==> config.mk <==
export PLATFORM = sky130hd
export DESIGN_NAME = regwin_ctrl
export DESIGN_NICKNAME = d
export VERILOG_FILES = /design/src/rtl/regwin_pkg.sv /design/src/rtl/regwin_step.sv /design/src/rtl/regwin_state.sv /design/src/rtl/regwin_ctrl.sv
export SDC_FILE = /design/constraint.sdc
export NUM_CORES = 1
export LEC_CHECK = 0
export BUFFER_PORTS_ARGS = -buffer_cell sky130_fd_sc_hd__buf_4
export CAP_MARGIN = 30
export CORE_MARGIN = 1
export CORE_UTILIZATION = 31
export DETAILED_ROUTE_END_ITERATION = 6
export PLACE_DENSITY = 0.7
export SYNTH_ARGS = -nofsm -noshare
export SYNTH_HDL_FRONTEND = slang
export SYNTH_HIERARCHICAL = 1
export SYNTH_SLANG_ARGS = --single-unit
==> constraint.sdc <==
create_clock -name clk -period 2.9 [get_ports clk]
set_clock_uncertainty 0.1 [all_clocks]
set_input_delay 0.29 -clock clk [delete_from_list [all_inputs] [get_ports clk]]
set_output_delay 0.29 -clock clk [all_outputs]
set_load 0.02 [all_outputs]
==> src/rtl/regwin_pkg.sv <==
package regwin_pkg;
  localparam int CWP_W  = 5;
  localparam int WORD_W = 32;
  localparam int CODE_W = 8;

  typedef enum logic [1:0] {
    OP_SAVE    = 2'd0,
    OP_RESTORE = 2'd1,
    OP_RETT    = 2'd2,
    OP_WRST    = 2'd3
  } win_op_e;

  localparam logic [CODE_W-1:0] TRAP_NONE = 8'h00;
  localparam logic [CODE_W-1:0] TRAP_ILL  = 8'h02;
  localparam logic [CODE_W-1:0] TRAP_OVF  = 8'h05;
  localparam logic [CODE_W-1:0] TRAP_UNF  = 8'h06;

  // status word field positions
  localparam int FLAG_LO = 20;
  localparam int EF_BIT  = 12;
  localparam int PIL_LO  = 8;
  localparam int S_BIT   = 7;
  localparam int PS_BIT  = 6;
  localparam int ET_BIT  = 5;
endpackage

==> src/rtl/regwin_step.sv <==
// Neighbour window indices with modulo-NWIN wrap.
module regwin_step #(
  parameter int NWIN = 8,
  parameter int CW   = 5
) (
  input  logic [CW-1:0] cur,
  output logic [CW-1:0] dn,
  output logic [CW-1:0] up
);
  localparam logic [CW-1:0] LAST = CW'(NWIN - 1);

  generate
    if ((NWIN & (NWIN - 1)) == 0) begin : g_pow2
      // power-of-two count: natural wrap of the low bits
      assign dn = (cur - 1'b1) & LAST;
      assign up = (cur + 1'b1) & LAST;
    end else begin : g_cmp
      assign dn = (cur == '0)   ? LAST : cur - 1'b1;
      assign up = (cur == LAST) ? '0   : cur + 1'b1;
    end
  endgenerate
endmodule

==> src/rtl/regwin_state.sv <==
// Status word register with field-level update controls.
module regwin_state
  import regwin_pkg::*;
#(
  parameter int NWIN = 8
) (
  input  logic              clk,
  input  logic              rst,
  input  logic              wr_all,
  input  logic [WORD_W-1:0] wr_word,
  input  logic              cwp_we,
  input  logic [CWP_W-1:0]  cwp_new,
  input  logic              et_set,
  input  logic              s_copy,
  output logic [CWP_W-1:0]  cwp_q,
  output logic              et_q,
  output logic              s_q,
  output logic [WORD_W-1:0] word_q
);
  logic [3:0] flags_q;
  logic [3:0] pil_q;
  logic       ef_q;
  logic       ps_q;
  logic       unused_wr_bits;

  assign unused_wr_bits = ^{wr_word[31:24], wr_word[19:13]};

  always_ff @(posedge clk) begin
    if (rst) begin
      flags_q <= '0;
      pil_q   <= '0;
      ef_q    <= 1'b0;
      s_q     <= 1'b1;
      ps_q    <= 1'b0;
      et_q    <= 1'b0;
      cwp_q   <= '0;
    end else if (wr_all) begin
      flags_q <= wr_word[FLAG_LO+3:FLAG_LO];
      pil_q   <= wr_word[PIL_LO+3:PIL_LO];
      ef_q    <= wr_word[EF_BIT];
      s_q     <= wr_word[S_BIT];
      ps_q    <= wr_word[PS_BIT];
      et_q    <= wr_word[ET_BIT];
      cwp_q   <= wr_word[CWP_W-1:0];
    end else begin
      if (cwp_we) cwp_q <= cwp_new;
      if (et_set) et_q  <= 1'b1;
      if (s_copy) s_q   <= ps_q;
    end
  end

  always_comb begin
    word_q = '0;
    word_q[FLAG_LO+3:FLAG_LO] = flags_q;
    word_q[EF_BIT]            = ef_q;
    word_q[PIL_LO+3:PIL_LO]   = pil_q;
    word_q[S_BIT]             = s_q;
    word_q[PS_BIT]            = ps_q;
    word_q[ET_BIT]            = et_q;
    word_q[CWP_W-1:0]         = cwp_q;
  end
endmodule

==> src/rtl/regwin_ctrl.sv <==
module regwin_ctrl
  import regwin_pkg::*;
#(
  parameter int NWIN = 8
) (
  input  logic              clk,
  input  logic              rst,
  input  logic              cmd_valid,
  input  logic [1:0]        cmd_op,
  input  logic [WORD_W-1:0] wr_data,
  input  logic [NWIN-1:0]   win_mask,
  output logic [WORD_W-1:0] status_word,
  output logic [CWP_W-1:0]  cwp,
  output logic [CWP_W+3:0]  base_idx,
  output logic              trap_en,
  output logic              sup,
  output logic              trap_valid,
  output logic [CODE_W-1:0] trap_code
);
  localparam logic [CWP_W:0] NW_LIM = (CWP_W + 1)'(NWIN);

  logic [CWP_W-1:0]  cwp_dn, cwp_up, cwp_new;
  logic [31:0]       mask_ext;
  logic              cwp_we, et_set, s_copy, wr_all;
  logic              trap_n;
  logic [CODE_W-1:0] code_n;

  always_comb begin
    mask_ext = '0;
    mask_ext[NWIN-1:0] = win_mask;
  end

  regwin_step #(.NWIN(NWIN), .CW(CWP_W)) u_step (
    .cur(cwp), .dn(cwp_dn), .up(cwp_up)
  );

  regwin_state #(.NWIN(NWIN)) u_state (
    .clk(clk), .rst(rst),
    .wr_all(wr_all), .wr_word(wr_data),
    .cwp_we(cwp_we), .cwp_new(cwp_new),
    .et_set(et_set), .s_copy(s_copy),
    .cwp_q(cwp), .et_q(trap_en), .s_q(sup), .word_q(status_word)
  );

  // command decode: one command per cycle, each either moves or traps
  always_comb begin
    cwp_we  = 1'b0;
    cwp_new = cwp;
    et_set  = 1'b0;
    s_copy  = 1'b0;
    wr_all  = 1'b0;
    trap_n  = 1'b0;
    code_n  = TRAP_NONE;
    if (cmd_valid) begin
      unique case (win_op_e'(cmd_op))
        OP_SAVE: begin
          if (mask_ext[cwp_dn]) begin
            trap_n = 1'b1; code_n = TRAP_OVF;
          end else begin
            cwp_we = 1'b1; cwp_new = cwp_dn;
          end
        end
        OP_RESTORE: begin
          if (mask_ext[cwp_up]) begin
            trap_n = 1'b1; code_n = TRAP_UNF;
          end else begin
            cwp_we = 1'b1; cwp_new = cwp_up;
          end
        end
        OP_RETT: begin
          if (trap_en) begin
            trap_n = 1'b1; code_n = TRAP_ILL;
          end else begin
            et_set = 1'b1;
            if (mask_ext[cwp_up]) begin
              trap_n = 1'b1; code_n = TRAP_UNF;
            end else begin
              cwp_we = 1'b1; cwp_new = cwp_up; s_copy = 1'b1;
            end
          end
        end
        OP_WRST: begin
          if ({1'b0, wr_data[CWP_W-1:0]} >= NW_LIM) begin
            trap_n = 1'b1; code_n = TRAP_ILL;
          end else begin
            wr_all = 1'b1;
          end
        end
        default: ;
      endcase
    end
  end

  always_ff @(posedge clk) begin
    if (rst) begin
      trap_valid <= 1'b0;
      trap_code  <= TRAP_NONE;
    end else begin
      trap_valid <= trap_n;
      trap_code  <= code_n;
    end
  end

  assign base_idx = {cwp, 4'b0000};

  // ---------------- assertions ----------------
  assert_ovf_hold_R3: assert property (@(posedge clk) disable iff (rst)
    (cmd_valid && cmd_op == OP_SAVE && mask_ext[cwp_dn])
      |=> (trap_valid && trap_code == TRAP_OVF && $stable(cwp)));

  assert_restore_move_R4: assert property (@(posedge clk) disable iff (rst)
    (cmd_valid && cmd_op == OP_RESTORE && !mask_ext[cwp_up])
      |=> (!trap_valid && cwp == $past(cwp_up)));

  assert_rett_ill_R6: assert property (@(posedge clk) disable iff (rst)
    (cmd_valid && cmd_op == OP_RETT && trap_en)
      |=> (trap_valid && trap_code == TRAP_ILL && $stable(status_word)));

  assert_rett_unf_R8: assert property (@(posedge clk) disable iff (rst)
    (cmd_valid && cmd_op == OP_RETT && !trap_en && mask_ext[cwp_up])
      |=> (trap_valid && trap_code == TRAP_UNF && trap_en
           && $stable(cwp) && $stable(sup)));

  assert_cwp_range_R9: assert property (@(posedge clk) disable iff (rst)
    ({1'b0, cwp} < NW_LIM));

  assert_idle_quiet_R12: assert property (@(posedge clk) disable iff (rst)
    !cmd_valid |=> (!trap_valid && trap_code == TRAP_NONE && $stable(status_word)));
endmodule

==> results.ini, run 1 <==
[clock_network]
cts_sinks = 21
clk_pin_slew_ns = 0.08
cts-root-buf = clkbuf_8
htree_levels = 1
cts_tree = built
cts_buffers = 3
worstSkewPairLatency_ns = 0.26
cts_hold_buf = 0
clk_path_buf_depth = 2

[timing]
fin_setup_tns_ns = 0
max_freq_mhz = 374
relSlewSlack_pct = 64.8
rsz0062_at_grt = no
setup_viol = 0
hold_violations = 0
fin_crit_ns = 2.67
period_share_pct = 92.1
drv_slew = 0
worst_pin_slew_ns = 0.527
fin_hold_ws_ns = 0.163

[pwr]
ir_worst_vdd_v = 0.000259
p_leak_nw = 1.03
power_density_nw_per_um2 = 361

[place]
numPortBuffers = 62
place.gp.congestion = 0.888
dp_hpwl_um = 3290
post_dp_cell_area_um2 = 2220

[die]
die_area_um2 = 6490
die_x_um = 80.5
ios = 102
core-area_um2 = 5920
die_h_um = 80.5
start_util_pct = 32.3
core.rowCount = 28

[global_routing]
grt_pass1_wl_um = 6820
grt_pass1_vias = 1471
grtUsageTotal_pct = 13.3
grt_overflow = 0
antenna_found_initial = 0
grt_max_degree = 20

[worst_setup_path]
crit_family = compound AO/OA/AOI/OAI gates
cp_common_cell = inv_1
worstSetupEndpointType = flip-flop
crit_buf_inv = 2
reg2reg_depth = 9
start_kind = flip-flop
crit_required_ns = 2.98
arrival_ns = 2.75
crit_path_top_delay_cell = dfxtp_2
cp.depth = 9
worstSetupPathType = reg2reg
slowest_delay_ns = 0.42
crit_chain = inv_1 > ha_1 > inv_1 > and2_1 > a221oi_2 > nand4_1 > a31o_2 > mux2i_1 > a211oi_2
worstPathMaxFanout = 9

[yosys]
synth_area_um2 = 1910
yosysWarningCount = 6
ys_seq_elements = 21
async_flop_share_pct = 0
synth-compound-area-share_pct = 21.4
synth_top_family_by_area = buffers and inverters
post_synth.cell_area_avg_um2 = 8.28
synthCells = 231
synth_flop_cell = dfxtp_1
synthAdderAreaFrac_pct = 1.31
synth_xor_area_share_pct = 0.916
synthSimpleGateAreaFrac_pct = 17.1
ys_seq_area_share_pct = 22.0
ys_types = 54
muxShareOfSynthArea_pct = 13.4
synth-edff-count = 0

[min_path]
hold_depth = 3
min_path_type = in2reg

[layout]
drive_gt1_share_pct = 34.3
multi_input_area_um2 = 1140
fillers = 618
insertedDiodeCount = 0
stdcell_area_um2 = 2260
layout.nets = 322
regArea_um2 = 422
areaGrowthSynthToFinish_pct = 18.5
post-route-util_pct = 38.3

[routing]
wl_met1_um = 1960
wl_met3_um = 345
drtIter0Drc = 98
routed_via_density = 4.72
dr_total_vias = 1646
routed_wl_um = 4170
route.met2.wl_um = 1840
drtPass1Iterations = 4
drc = 0
wl_per_cell_um = 11.9
ant_nets = 0
top_layer_used = met4

[run]
cap_violations = 0

[status]
status = complete, no violations

-- worst register-to-register path: cells and delay by family (launching register included) --
| family | cells | cell delay, ns |
|---|---|---|
| mux | 1 | 0.14 |
| simple gates | 2 | 0.39 |
| compound gates | 3 | 0.95 |
| fa+ha+maj | 1 | 0.39 |
| buf+inv | 2 | 0.18 |
| flops | 1 | 0.42 |
-- flip-flops by register name (all words and copies together), names as in the netlist --
signal,count
u_state/ef_q,1
u_state/cwp_q,5
u_state/s_q,1
u_state/ps_q,1
trap_valid,1
u_state/pil_q,4
u_state/et_q,1
trap_code,3
u_state/flags_q,4
-- where the power goes --
group	internal (mW)	switching, mW
Combinational	0.136	0.175
Sequential	0.299	0.0157
Clock	0.0957	0.0957
-- through the flow --
stage          setup WS, ns  cells  total power, mW
2_1_floorplan         0.188    256            0.577
3_3_place_gp          0.175    345            0.625
3_5_place_dp          0.109    345            0.630
4_1_cts              0.0931    349            0.824
5_1_grt              0.0474    349            0.872
6_report              0.229    349            0.817
-- what timing repair did --
item	in CTS	in global routing
endpoints found under the hold margin	0	0
buffers inserted	0	0
endpoints found under the setup margin	0	5
gates resized for setup	0	1
-- routing by layer --
layer  GRT usage, %  vias up
li1               -      822
met1           18.0      743
met2           21.3       79
met3           2.84        2
met4           3.21        0
met5              0        -
-- worst paths after layout --
kind                                               startpoint                             to  slack, ns
worst min-delay path                              wr_data[12]      u_state/ef_q$_SDFFE_PP0P_       0.16
worst max-delay path            u_state/cwp_q[1]$_SDFFE_PP0P_  u_state/cwp_q[0]$_SDFFE_PP0P_       0.23
worst max register to register  u_state/cwp_q[1]$_SDFFE_PP0P_  u_state/cwp_q[0]$_SDFFE_PP0P_       0.23
worst min register to register  u_state/pil_q[2]$_SDFFE_PP0P_  u_state/pil_q[2]$_SDFFE_PP0P_       0.41
-- synthesized netlist by cell type (2+ instances only) --
| cell type | number | area share [%] |
|---|---|---|
| buf_2 | 2 | 0.52 |
| a31oi_1 | 3 | 0.98 |
| and2_1 | 4 | 1.3 |
| o221ai_1 | 3 | 1.4 |
| a221o_1 | 2 | 1.0 |
| a21oi_1 | 8 | 2.1 |
| dfxtp_1 | 21 | 22 |
| buf_6 | 3 | 1.8 |
| nand3_1 | 2 | 0.52 |
| o22a_1 | 2 | 0.92 |
| clkbuf_1 | 5 | 0.98 |
| nor2b_1 | 10 | 3.3 |
| nor2_1 | 21 | 4.1 |
| inv_1 | 9 | 1.8 |
| buf_4 | 46 | 18 |
| nand2_1 | 10 | 2.0 |
| a31o_2 | 3 | 1.4 |
| a211oi_2 | 5 | 3.3 |
| xor2_1 | 2 | 0.92 |
| nor3_1 | 3 | 0.79 |
| a21boi_0 | 2 | 0.79 |
| mux2i_1 | 23 | 12 |
| o22ai_1 | 3 | 0.98 |
| ha_1 | 2 | 1.3 |
| conb_1 | 3 | 0.59 |
| o21ai_0 | 2 | 0.52 |
| nand2b_1 | 5 | 1.6 |
-- cells in the final DEF (no fill, tap or decap), drive strengths merged, types with 6 or more instances in the layout --
| cell type | count |
|---|---|
| a211oi | 6 |
| buf | 70 |
| nor2 | 21 |
| dfxtp | 21 |
| inv | 10 |
| nor2b | 10 |
| a21oi | 8 |
| mux2i | 23 |
| conb | 28 |
| nand2 | 11 |
-- cells by family after synthesis --
family | count (synthesis)
AO/OA/AOI/OAI | 48
XOR/XNOR | 2
adder cells (fa/ha/maj) | 2
buffers and inverters | 66
flip-flops | 21
multiplexers | 25
other | 3
AND/OR/NAND/NOR | 64
-- layout make-up --
cell class                 count  share of cell area, %
timing repair buffer          70                   23.2
clock inverter                 1                  0.221
tap                           75                   4.14
clock buffer                   3                   1.82
inverter                      10                   1.66
sequential                    21                   18.6
multi-input combinational    169                   50.3
No activity file was read; power rests on OpenSTA's default activity.
==> inputs of run 2 (changes only) <==
CORE_UTILIZATION = 46   (was 31)
PLACE_DENSITY = 0.93   (was 0.7)
SKIP_LAST_GASP = 1   (was not set)
==> run 2 against run 1 <==
Routed wire length is 2.9% lower. Critical path depth unchanged. Utilization increased by 18 points. Largest cell class unchanged. Cell count shrank 7.2%. Non-clock buffer count stayed put. Critical path type unchanged.
==> results.ini, run 2 (synthesized netlist as in run 1, its figures left out) <==
[status]
status = complete, no violations

[worst_setup_path]
worstPathMaxFanout = 7  ; -2
crit_chain = inv_1 > ha_1 > inv_1 > and2_1 > a221oi_2 > nand4_1 > a31o_2 > mux2i_1 > a211oi_2
arrival_ns = 2.71  ; -0.04 ns
cp_common_cell = inv_1
crit_path_top_delay_cell = dfxtp_1
slowest_delay_ns = 0.41  ; about the same
crit_required_ns = 2.98  ; about the same
start_kind = flip-flop
worstSetupPathType = reg2reg
worstSetupEndpointType = flip-flop

[die]
core-area_um2 = 4000  ; -32%
die_h_um = 66.5  ; -17%
core.rowCount = 23  ; -18%
die_area_um2 = 4420  ; -32%
ios = 102  ; unchanged
start_util_pct = 47.8  ; +16 points
die_x_um = 66.5  ; -17%

[clock_network]
cts_hold_buf = 0  ; unchanged
ctsResizeCount = 0  ; unchanged
clk_path_buf_depth = 2  ; unchanged
cts-root-buf = clkbuf_8
htree_levels = 1  ; unchanged
cts_buffers = 3  ; unchanged
post_cts_buffers = 0  ; unchanged
cts_sinks = 21  ; unchanged
clk_pin_slew_ns = 0.08  ; about the same
cts_tree = built
worstSkewPairLatency_ns = 0.26  ; about the same

[layout]
layout_commonest_cell = buf_4
top_regs = u_state/cwp_q (5), u_state/flags_q (4), u_state/pil_q (4)
fillers = 372  ; -40%
stdcell_area_um2 = 2230  ; -1.4%
layout.nets = 322  ; unchanged
largest-register = u_state/cwp_q
largest_register_ffs = 5  ; unchanged
insertedDiodeCount = 0  ; unchanged
drive_gt1_share_pct = 33.9  ; -0.36 points
multi_input_area_um2 = 1140  ; unchanged
regArea_um2 = 420  ; -0.30%
final_cell_mix = buf_4 (70), conb_1 (28), mux2i_1 (23), nor2_1 (21), dfxtp_1 (21)
areaGrowthSynthToFinish_pct = 16.8
final-instance-count-excl-fill = 324  ; -7.2%

[pwr]
comb_power_share_pct = 38.3  ; +0.2 points
p_leak_nw = 1.03  ; about the same
clkPwrFrac_pct = 23.2  ; -0.2 points
seq_power_share_pct = 38.5  ; about the same
swShare_pct = 34.9  ; -0.24 points
p_switching_mw = 0.283  ; -1.2%
power.internal_mw = 0.529  ; -0.16%
power_density_nw_per_um2 = 364  ; +0.92%
ir_worst_vdd_v = 0.000353  ; +36%

[timing]
relSlewSlack_pct = 65.5  ; +0.72 points
rsz0062_at_grt = no
worst_pin_slew_ns = 0.516  ; -0.0108 ns
max_freq_mhz = 380  ; +1.6%
setup_viol = 0  ; unchanged
drv_slew = 0  ; unchanged
period_share_pct = 90.7  ; -1.4 points
fin_crit_ns = 2.63  ; -0.0412 ns
fin_setup_tns_ns = 0  ; unchanged
hold_violations = 0  ; unchanged
fin_hold_ws_ns = 0.161  ; -0.00243 ns

[global_routing]
grt_pass1_vias = 1513  ; +2.9%
grt_pass1_wl_um = 6470  ; -5.1%
antenna_found_initial = 0  ; unchanged
grtUsageTotal_pct = 18.9  ; +5.6 points
grt_max_degree = 20  ; unchanged
grt_overflow = 0  ; unchanged

[min_path]
min_path_type = in2reg

[place]
placed_cells = 320  ; -7.2%
post_dp_cell_area_um2 = 2190  ; -1.4%
place.gp.congestion = 0.904  ; +1.9%
dp_hpwl_um = 3230  ; -1.7%
numPortBuffers = 62  ; unchanged

[routing]
drtIter0Drc = 104  ; +6.1%
drtPass1Iterations = 4  ; unchanged
ant_nets = 0  ; unchanged
routed_via_density = 5.20  ; +10%
dr_total_vias = 1686  ; +2.4%
routed_wl_um = 4050  ; -2.9%
drc = 0  ; unchanged
wl_per_cell_um = 12.5  ; +4.6%

[run]
cap_violations = 0  ; unchanged

## run 2: cell type report
type / count / share of cell area (%)
Tap cell: 50 / 2.80
Clock inverter: 1 / 0.224
Timing Repair Buffer: 70 / 23.5
Multi-Input combinational cell: 169 / 51.1
Sequential cell: 21 / 18.8
Clock buffer: 3 / 1.85
Inverter: 10 / 1.68
## run 2: path summary, 6_finish.rpt
check	start	depth (start not counted)	endpoint	slack, ns
max	u_state/cwp_q[0]$_SDFFE_PP0P_	9	u_state/cwp_q[4]$_SDFFE_PP0P_	0.27
min	wr_data[8]	3	u_state/pil_q[0]$_SDFFE_PP0P_	0.16
max reg2reg	u_state/cwp_q[0]$_SDFFE_PP0P_	9	u_state/cwp_q[4]$_SDFFE_PP0P_	0.27
min reg2reg	u_state/flags_q[2]$_SDFFE_PP0P_	2	u_state/flags_q[2]$_SDFFE_PP0P_	0.40
## run 2: per-layer routing
layer  track usage, %  up-vias  part of all wire [%]
li1                 -      821                     -
met3             2.40        8                   6.8
met2             33.4       83                    49
met1             23.2      774                    42
met5                0        -                     0
met4             6.91        0                   2.0
## run 2: through the flow
stage                     worst slack, ns  power, mW  util, %
after global placement              0.331      0.621     54.6
after detailed placement            0.279      0.628     54.6
after global routing               0.0590      0.860     55.8
after CTS                           0.259      0.817     55.8
after floorplan                     0.188      0.577        -
final                               0.270      0.812     55.8
## run 2: worst max-delay path: cells and delay by family, from the launching register on
kind	cells	cell delay [ns]
buffers and inverters	2	0.20
muxes	1	0.15
DFF	1	0.41
adders and majority gates	1	0.40
and+or+nand+nor	2	0.37
AOI/OAI and AO/OA	3	0.93
## run 2: power by group through the flow
stage | logic (mW) | clock network (mW) | registers (mW)
after floorplan | 0.249 | 0 | 0.328
after global placement | 0.302 | 0 | 0.319
after detailed placement | 0.309 | 0 | 0.319
after CTS | 0.310 | 0.194 | 0.313
after global routing | 0.340 | 0.205 | 0.315
final | 0.311 | 0.188 | 0.313
==> inputs of run 3 (changes only) <==
ABC_AREA = 1   (was not set)
==> run 3 against run 2 <==
Global-route usage increased by 0.40 points. Utilization grew 0.72 points. Fmax up 5.2%. Area after synthesis increased by 0.52%. Final area up 1.3%. Die area is 0.50% higher. First-iteration DRC count is 3.8% lower. Cell count is 27% higher. Setup slack improved by 0.13 ns. Hold slack worse by 0.044 ns. Sequential share of layout area down 0.24 points. Non-clock buffer count down 3.
==> results.ini, run 3 <==
[status]
status = complete, no violations

[routing]
wl_per_cell_um = 10.2  ; -18%
routed_wl_um = 4190  ; +3.5%
ant_nets = 0  ; unchanged
drtPass1Iterations = 4  ; unchanged
dr_total_vias = 1935  ; +15%
drc = 0  ; unchanged
drtIter0Drc = 100  ; -3.8%
routed_via_density = 4.71  ; -9.5%

[worst_setup_path]
crit_chain = inv_1 > ha_1 > inv_1 > inv_1 > nand3_1 > nand3_1 > nand4_1 > nand2_1 > a21oi_1 > buf_4 > nor2_4 > nand2_1 > nand3_1 > nand2_1 > inv_1
start_kind = flip-flop
arrival_ns = 2.61  ; -0.10 ns
worstPathMaxFanout = 12  ; +5
crit_buf_inv = 5  ; +3
slowest_delay_ns = 0.43  ; +0.02 ns
crit_path_top_delay_cell = ha_1
worstSetupPathType = reg2reg
crit_required_ns = 3.01  ; +0.03 ns
worstSetupEndpointType = flip-flop
crit_family = simple AND/OR/NAND/NOR gates
cp_common_cell = inv_1

[clock_network]
cts_hold_buf = 0  ; unchanged
htree_levels = 1  ; unchanged
ctsResizeCount = 0  ; unchanged
worstSkewPairLatency_ns = 0.25  ; about the same
clk_path_buf_depth = 2  ; unchanged
cts-root-buf = clkbuf_8
cts_buffers = 3  ; unchanged
clk_pin_slew_ns = 0.07  ; about the same
cts_sinks = 21  ; unchanged
post_cts_buffers = 0  ; unchanged
cts_tree = built

[yosys]
ys_seq_elements = 21  ; unchanged
synth_xor_area_share_pct = 0  ; -0.92 points
yosys.area.top_type = dfxtp_1
synth_area_um2 = 1920  ; +0.52%
synth_flop_cell = dfxtp_1
synth_most_common_cell = nand2_1
synthDominantCellAreaShare_pct = 21.9  ; -0.11 points
ys_seq_area_share_pct = 21.9  ; -0.11 points
synth-edff-count = 0  ; unchanged
synthCells = 312  ; +35%
yosysWarningCount = 6  ; unchanged
synth_top_family_by_area = simple AND/OR/NAND/NOR gates
ys_types = 32  ; -41%
synthSimpleGateAreaFrac_pct = 38.3  ; +21 points
post_synth.cell_area_avg_um2 = 6.16  ; -26%
muxShareOfSynthArea_pct = 0  ; -13 points
async_flop_share_pct = 0  ; unchanged
synthAdderAreaFrac_pct = 1.30  ; -0.0068 points
synth-compound-area-share_pct = 8.46  ; -13 points
synthTopCellsByCount = nand2_1 (78), buf_4 (44), inv_1 (40)
ys_top_cells_by_area = dfxtp_1 (22%), buf_4 (17%), nand2_1 (15%)

[layout]
largest_register_ffs = 5  ; unchanged
areaGrowthSynthToFinish_pct = 17.6
final-instance-count-excl-fill = 411  ; +27%
fillers = 394  ; +5.9%
insertedDiodeCount = 0  ; unchanged
layout.nets = 409  ; +27%
largest-register = u_state/cwp_q
layout_commonest_cell = nand2_1
regArea_um2 = 420  ; unchanged
multi_input_area_um2 = 1040  ; -9.1%
drive_gt1_share_pct = 26.9  ; -7.1 points
final_cell_mix = nand2_1 (78), buf_4 (67), inv_1 (40), nor2_1 (35), conb_1 (28)
top_regs = u_state/cwp_q (5), u_state/flags_q (4), u_state/pil_q (4)

[min_path]
min_path_type = in2reg

[die]
ios = 102  ; unchanged
core.rowCount = 23  ; unchanged
die_x_um = 66.6  ; +0.25%
die_area_um2 = 4440  ; +0.50%
start_util_pct = 48.0  ; +0.25 points
die_h_um = 66.6  ; +0.25%
core-area_um2 = 4000  ; unchanged

[timing]
fin_crit_ns = 2.50  ; -0.129 ns
drv_slew = 0  ; unchanged
rsz0062_at_grt = no
setup_viol = 0  ; unchanged
fin_setup_tns_ns = 0  ; unchanged
max_freq_mhz = 400  ; +5.2%
period_share_pct = 86.2  ; -4.4 points
hold_violations = 0  ; unchanged

[pwr]
p_leak_nw = 1.30  ; +25%
power_density_nw_per_um2 = 347  ; -4.5%
ir_worst_vdd_v = 0.000390  ; +11%

[global_routing]
grt_pass1_wl_um = 6790  ; +4.9%
antenna_found_initial = 0  ; unchanged
grt_pass1_vias = 1652  ; +9.2%
grt_max_degree = 19  ; -5.0%
grtUsageTotal_pct = 19.3  ; +0.40 points
grt_overflow = 0  ; unchanged

[place]
placed_cells = 407  ; +27%
dp_hpwl_um = 3400  ; +5.3%
numPortBuffers = 62  ; unchanged
place.gp.congestion = 0.843  ; -6.8%

[run]
cap_violations = 0  ; unchanged

## run 3: logic make-up after synthesis
logic type      count (synthesis)
compound gates                 29
fa+ha+maj                       2
buf+inv                        96
flops                          21
other cells                     3
simple gates                  161
## run 3: area by class of cell
cell class / count / area share (%)
Tap cell: 50 / 2.77
Multi-Input combinational cell: 220 / 45.8
Sequential cell: 21 / 18.6
Clock buffer: 4 / 1.99
Timing Repair Buffer: 67 / 22.2
Inverter: 49 / 8.58
## run 3: report_power, final
part	switching (mW)	internal, mW	total (mW)	leakage [nW]
Combinational	0.185	0.106	0.290	1.10
Clock	0.0885	0.0977	0.186	0.0228
Sequential	0.0103	0.299	0.309	0.170
Total	0.284	0.502	0.786	1.30
## run 3: final timing paths
path	cells past startpoint	slack, ns	end	from
worst max register to register	15	0.40	u_state/cwp_q[3]$_SDFFE_PP0P_	u_state/cwp_q[0]$_SDFFE_PP0P_
worst max-delay path	15	0.40	u_state/cwp_q[3]$_SDFFE_PP0P_	u_state/cwp_q[0]$_SDFFE_PP0P_
worst min-delay path	2	0.12	u_state/ps_q$_SDFFE_PP0P_	rst
worst min register to register	2	0.40	u_state/ps_q$_SDFFE_PP0P_	u_state/ps_q$_SDFFE_PP0P_
## run 3: through the flow
step / hold slack, ns / cell area, um2 / total power, mW / setup slack, ns / utilization [%]
2_1_floorplan: 0.259 / 2020 / 0.549 / 0.387 / -
4_1_cts: 0.111 / 2260 / 0.788 / 0.408 / 56.5
3_3_place_gp: 0.371 / 2220 / 0.597 / 0.515 / 55.4
5_1_grt: 0.0962 / 2260 / 0.839 / 0.162 / 56.5
3_5_place_dp: 0.380 / 2220 / 0.604 / 0.427 / 55.4
6_report: 0.117 / 2260 / 0.786 / 0.399 / 56.5
## run 3: per-layer routing
| layer | vias to the layer above | part of all wire, % | GRT usage, % |
|---|---|---|---|
| met5 | - | 0 | 0 |
| met1 | 866 | 42 | 23.8 |
| met4 | 0 | 0.24 | 5.85 |
| met3 | 2 | 6.9 | 4.28 |
| met2 | 73 | 51 | 33.1 |
| li1 | 994 | - | - |
